[config.mk]
export PLATFORM = sky130hd
export DESIGN_NAME = mdiv_unit
export DESIGN_NICKNAME = d
export VERILOG_FILES = /design/src/rtl/mdiv_pkg.sv /design/src/rtl/mdiv_step.sv /design/src/rtl/mdiv_ctrl.sv /design/src/rtl/mdiv_unit.sv
export SDC_FILE = /design/constraint.sdc
export NUM_CORES = 1
export LEC_CHECK = 0
export ABC_AREA = 1
export BUFFER_PORTS_ARGS = -buffer_cell sky130_fd_sc_hd__buf_2
export CAP_MARGIN = 20
export CORE_UTILIZATION = 37
export DETAILED_ROUTE_END_ITERATION = 8
export MAX_ROUTING_LAYER = met4
export PLACE_DENSITY = 0.55
export SETUP_SLACK_MARGIN = 0.1
export SLEW_MARGIN = 20
export SYNTH_ARGS = -nofsm -noshare
export SYNTH_HDL_FRONTEND = slang
export SYNTH_SLANG_ARGS = --single-unit
[constraint.sdc]
create_clock -name clk -period 10.03 [get_ports clk]
set_input_delay 1.003 -clock clk [delete_from_list [all_inputs] [get_ports clk]]
set_output_delay 1.003 -clock clk [all_outputs]
set_load 0.005 [all_outputs]
[src/rtl/mdiv_pkg.sv]
package mdiv_pkg;
    localparam int ADDR_W = 3;

    localparam logic [ADDR_W-1:0] LOC_A_LO = 3'd0;
    localparam logic [ADDR_W-1:0] LOC_A_HI = 3'd1;
    localparam logic [ADDR_W-1:0] LOC_B_LO = 3'd2;
    localparam logic [ADDR_W-1:0] LOC_B_HI = 3'd3;
    localparam logic [ADDR_W-1:0] LOC_C_LO = 3'd4;
    localparam logic [ADDR_W-1:0] LOC_C_HI = 3'd5;
    localparam logic [ADDR_W-1:0] LOC_CTRL = 3'd6;

    localparam int CTRL_W      = 8;
    localparam int BIT_START   = 0;
    localparam int BIT_QUIET   = 3;
    localparam int BIT_DIVMODE = 7;
endpackage

[src/rtl/mdiv_step.sv]
module mdiv_step #(
    parameter int W  = 32,
    parameter int DB = 2
) (
    input  logic [W-1:0] rem_i,
    input  logic [W-1:0] quo_i,
    input  logic [W-1:0] div_i,
    output logic [W-1:0] rem_o,
    output logic [W-1:0] quo_o
);
    localparam int RW = W + DB;
    localparam int NM = (1 << DB) - 1;

    logic [RW-1:0] trial;
    logic [RW-1:0] mult [1:NM];
    logic [NM-1:0] fits;
    logic [DB-1:0] digit;
    logic [W-1:0]  sub;

    assign trial = {rem_i, quo_i[W-1 -: DB]};

    // one comparator per divisor multiple; fits is thermometer coded
    for (genvar k = 1; k <= NM; k++) begin : g_mult
        assign mult[k]   = RW'(div_i) * RW'(k);
        assign fits[k-1] = (trial >= mult[k]);
    end

    always_comb begin
        digit = '0;
        for (int j = 0; j < NM; j++) begin
            if (fits[j]) digit = digit + DB'(1);
        end
        sub = '0;
        for (int j = 1; j <= NM; j++) begin
            if (digit == DB'(j)) sub = mult[j][W-1:0];
        end
    end

    assign rem_o = trial[W-1:0] - sub;
    assign quo_o = {quo_i[W-DB-1:0], digit};
endmodule

[src/rtl/mdiv_ctrl.sv]
module mdiv_ctrl #(
    parameter int STEPS = 16
) (
    input  logic clk,
    input  logic rst_n,
    input  logic start_i,
    output logic busy_o,
    output logic last_o
);
    localparam int CNT_W = (STEPS > 1) ? $clog2(STEPS) : 1;

    typedef struct packed {
        logic             busy;
        logic [CNT_W-1:0] cnt;
    } seq_t;

    seq_t seq_d, seq_q;

    always_comb begin
        seq_d = seq_q;
        if (seq_q.busy) begin
            if (last_o) begin
                seq_d.busy = 1'b0;
                seq_d.cnt  = '0;
            end else begin
                seq_d.cnt = seq_q.cnt + CNT_W'(1);
            end
        end else if (start_i) begin
            seq_d.busy = 1'b1;
            seq_d.cnt  = '0;
        end
    end

    always_ff @(posedge clk or negedge rst_n) begin
        if (!rst_n) seq_q <= '0;
        else        seq_q <= seq_d;
    end

    assign busy_o = seq_q.busy;
    assign last_o = seq_q.busy && (seq_q.cnt == CNT_W'(STEPS - 1));

    AST_LAST_ENDS_RUN: assert property (@(posedge clk) disable iff (!rst_n)
        last_o |=> !busy_o);
endmodule

[src/rtl/mdiv_unit.sv]
module mdiv_unit
    import mdiv_pkg::*;
#(
    parameter int DATA_W = 32,
    parameter int DIGIT  = 2
) (
    input  logic                clk,
    input  logic                rst_n,
    input  logic [ADDR_W-1:0]   bus_addr,
    input  logic                bus_wr,
    input  logic [DATA_W/2-1:0] bus_wdata,
    output logic [DATA_W/2-1:0] bus_rdata,
    output logic                done_irq
);
    localparam int HALF_W = DATA_W / 2;
    localparam int STEPS  = DATA_W / DIGIT;

    typedef struct packed {
        logic [DATA_W-1:0] a;
        logic [DATA_W-1:0] b;
        logic [DATA_W-1:0] c;
        logic [DATA_W-1:0] quo;
        logic [CTRL_W-1:1] ctrl;
        logic              irq;
    } regs_t;

    regs_t r_d, r_q;
    logic busy, last, start, wr_ok, zero_div;
    logic [DATA_W-1:0] step_rem, step_quo;

    mdiv_ctrl #(.STEPS(STEPS)) u_ctrl (
        .clk(clk), .rst_n(rst_n), .start_i(start), .busy_o(busy), .last_o(last)
    );

    mdiv_step #(.W(DATA_W), .DB(DIGIT)) u_step (
        .rem_i(r_q.c), .quo_i(r_q.quo), .div_i(r_q.b),
        .rem_o(step_rem), .quo_o(step_quo)
    );

    assign wr_ok    = bus_wr && !busy;
    assign start    = wr_ok && (bus_addr == LOC_CTRL) &&
                      bus_wdata[BIT_START] && bus_wdata[BIT_DIVMODE];
    assign zero_div = (r_q.b == '0);

    always_comb begin
        r_d     = r_q;
        r_d.irq = 1'b0;
        if (wr_ok) begin
            case (bus_addr)
                LOC_A_LO: r_d.a[HALF_W-1:0]      = bus_wdata;
                LOC_A_HI: r_d.a[DATA_W-1:HALF_W] = bus_wdata;
                LOC_B_LO: r_d.b[HALF_W-1:0]      = bus_wdata;
                LOC_B_HI: r_d.b[DATA_W-1:HALF_W] = bus_wdata;
                LOC_CTRL: r_d.ctrl               = bus_wdata[CTRL_W-1:1];
                default: ;
            endcase
        end
        if (start) begin
            r_d.c   = '0;
            r_d.quo = r_q.a;
        end
        if (busy) begin
            r_d.c   = step_rem;
            r_d.quo = step_quo;
            if (last) begin
                r_d.a   = zero_div ? '1 : step_quo;
                r_d.c   = zero_div ? r_q.a : step_rem;
                r_d.irq = !r_q.ctrl[BIT_QUIET];
            end
        end
    end

    always_ff @(posedge clk or negedge rst_n) begin
        if (!rst_n) r_q <= '0;
        else        r_q <= r_d;
    end

    always_comb begin
        case (bus_addr)
            LOC_A_LO: bus_rdata = r_q.a[HALF_W-1:0];
            LOC_A_HI: bus_rdata = r_q.a[DATA_W-1:HALF_W];
            LOC_B_LO: bus_rdata = r_q.b[HALF_W-1:0];
            LOC_B_HI: bus_rdata = r_q.b[DATA_W-1:HALF_W];
            LOC_C_LO: bus_rdata = r_q.c[HALF_W-1:0];
            LOC_C_HI: bus_rdata = r_q.c[DATA_W-1:HALF_W];
            LOC_CTRL: bus_rdata = HALF_W'({r_q.ctrl, busy});
            default:  bus_rdata = '0;
        endcase
    end

    assign done_irq = r_q.irq;

    AST_IRQ_SINGLE: assert property (@(posedge clk) disable iff (!rst_n)
        done_irq |=> !done_irq);
    AST_IRQ_AT_FINISH: assert property (@(posedge clk) disable iff (!rst_n)
        done_irq |-> (!busy && $past(busy)));
    AST_QUIET_SILENT: assert property (@(posedge clk) disable iff (!rst_n)
        done_irq |-> !r_q.ctrl[BIT_QUIET]);
    AST_DIVISOR_HELD: assert property (@(posedge clk) disable iff (!rst_n)
        (busy && $past(busy)) |-> $stable(r_q.b));
    AST_DIVIDEND_HELD: assert property (@(posedge clk) disable iff (!rst_n)
        (busy && $past(busy)) |-> $stable(r_q.a));
    AST_REM_BOUND: assert property (@(posedge clk) disable iff (!rst_n)
        (busy && !zero_div) |-> (r_q.c < r_q.b));
endmodule

==> impl_metrics.csv <==
group,metric,value,unit
clock_network,clk_latency,450,ps
yosys,syn_area,13600,um2
clock_network,cts-root-buf,"clkbuf_16",
global_route,grt_pass1_vias,13000,
yosys,synth_top_cell_area_share,25.9,%
sta,fin_tns_setup,0,ps
clock_network,cts_tree,"yes",
floorplan,core_area,35900,um2
sta,fmax,139,MHz
finish,drive_gt1_share,9.05,%
finish,areaGrowthSynthToFinish,9.04,%
sta,finalMaxSlewViolations,0,
global_route,antenna_found_initial,0,
routing,wl_per_cell,24.5,um
routing,drt_first_pass_iters,5,
global_route,gr-total-overflow,0,
critical_path,cp_common_cell,"nand2_1",
global_route,grt_max_degree,74,
sta,hold_violations,0,
sta,rsz0062_at_grt,"no",
critical_path,r2r_slack,2860,ps
yosys,ys_top_cells_by_area,"dfrtp_1 (26%), ha_1 (16%), nand2_1 (11%)",
critical_path,reg2regPathDepth,34,
finish,antenna_cells,0,
global_route,grt_pass1_wl,84500,um
floorplan,fp.dieH,194,um
yosys,seq_area_frac_synth,25.9,%
routing,wirelength,57000,um
placement,portBuffers,38,
worst_hold_path,holdPathEnd,"done_irq",
routing,dr_total_vias,13700,
sta,relSlewSlack,29.0,%
critical_path,r2r_end,"r_q[54]",
critical_path,reg2reg_from,"r_q[81]",
critical_path,endpoint_kind,"flip-flop",
clock_network,cts_resized,0,
floorplan,die_w,194,um
routing,drtIter0Drc,1209,
floorplan,initial_utilization,37.9,%
clock_network,cts.sinks,141,
worst_hold_path,hp-class,"flip-flop to flip-flop",
critical_path,cp_max_fo,20,
yosys,synthCells,1843,
worst_hold_path,hold_depth,1,
outcome,outcome,"finished clean",
yosys,ys_types,65,
sta,fin_crit,7170,ps
clock_network,hold_buffers,0,
yosys,syn_area_per_cell,7.38,um2
clock_network,cts_buffers,17,
yosys,synth-edff-count,0,
worst_hold_path,hold_start,"r_q[3]",
yosys,synthArstFlopShare,100,%
sta,skew,12.2,ps
floorplan,dieArea,37500,um2
floorplan,top_level_ports,39,
clock_network,post_cts_buffers,0,
routing,drc,0,
critical_path,start_kind,"flip-flop",
routing,vias_per_cell,5.87,
critical_path,cp_slowest_cell,"dfrtp_1",
critical_path,path_class,"flip-flop to flip-flop",
placement,hpwl,45900,um
finish,fillers,3770,
clock_network,ctsHtreeMaxLevel,4,
critical_path,slowest_delay,650,ps
yosys,ys_seq_elements,141,
critical_path,crit_arrival,7500,ps
critical_path,critPathLaunch,"r_q[81]",
sta,setup_viol,0,
clock_network,cts_max_path_buffers,2,
floorplan,rows,69,
finish,layout_commonest_cell,"nand2_1",
routing,ant_nets,0,
run,max_cap_violations,0,
finish,final_cell_mix,"nand2_1 (403), inv_1 (239), ha_1 (179)",
sta,min_period_over_period,71.5,%
finish,fin_nets,2057,
finish,post-route-util,41.3,%
placement,gp_congestion,1.05,
global_route,grt_usage,31.3,%
yosys,ys_warn_count,0,
critical_path,crit_required,10360,ps
yosys,yosysTopAreaCell,"dfrtp_1",
clock_network,clk_pin_slew,70,ps
yosys,syn-num-nets,2046,
yosys,synth-main-ff-cell,"dfrtp_1",
sta,tightest_slew,1060,ps
worst max-delay path, delay by kind of cell, from the launching register on:
kind                       cells  cell delay [ps]
DFF                            1              650
xor gates and xnor gates       1              300
buffers and inverters          3              670
adders and majority gates      3             1200
and+or+nand+nor               18             2470
AOI/OAI and AO/OA              9             1740
sequential cells by signal (all words and copies together) (netlist names):
name           count
u_ctrl.seq_q       4
u_ctrl.busy_o      1
done_irq           1
r_q              135
Yosys cell counts (19+ instances only):
library cell / n
xor2_1: 23
o211ai_1: 59
a21oi_1: 146
nand2_1: 404
nand3_1: 52
nor2_1: 108
o22ai_1: 20
ha_1: 179
xnor2_1: 19
inv_1: 239
dfrtp_1: 141
clkbuf_1: 38
a32oi_1: 28
o21ai_0: 157
logic make-up (layout without fill, tap and decap cells):
kind of cell    after synthesis  after routing  synth area share [%]
flops                       141            141                  25.9
compound gates              530            530                  25.2
fa+ha+maj                   181            181                  16.8
simple gates                646            646                  20.6
buf+inv                     303            327                  8.88
xor+xnor                     42             42                  2.70
worst max-delay path by stage:
stage | endpoint | slack [ps] | cells past startpoint
after global routing | r_q[58] | 2240 | 41
after floorplan | r_q[54] | 4650 | 36
after detailed placement | r_q[58] | 2970 | 41
after CTS | r_q[58] | 2930 | 41
final | r_q[54] | 2860 | 34
after global placement | r_q[54] | 3010 | 38
final cells by class:
class | instances | area (um2) | area share (%)
Tap cell | 461 | 577 | 3.89
Inverter | 246 | 931 | 6.27
Multi-Input combinational cell | 1399 | 8880 | 59.8
Clock buffer | 18 | 439 | 2.96
Timing Repair Buffer | 49 | 279 | 1.88
Clock inverter | 14 | 205 | 1.38
Sequential cell | 141 | 3530 | 23.8
metrics by stage:
stage	instance area, um2	hold slack [ps]	setup slack [ps]	cells
2_1_floorplan	13600	403	4650	1843
3_3_place_gp	14200	481	3010	2296
3_5_place_dp	14200	460	2970	2296
4_1_cts	14800	464	2930	2328
5_1_grt	14800	490	2240	2328
6_report	14800	471	2860	2328
per-layer routing:
| layer | GRT usage [%] | wire length [um] |
|---|---|---|
| met2 | 48.1 | 25600 |
| met5 | - | 0 |
| met4 | 10.5 | 1730 |
| met3 | 2.64 | 3490 |
| met1 | 43.1 | 26200 |
Power is not shown: default switching activity piles up to over one toggle a cycle in this logic, so the estimate is an artifact.
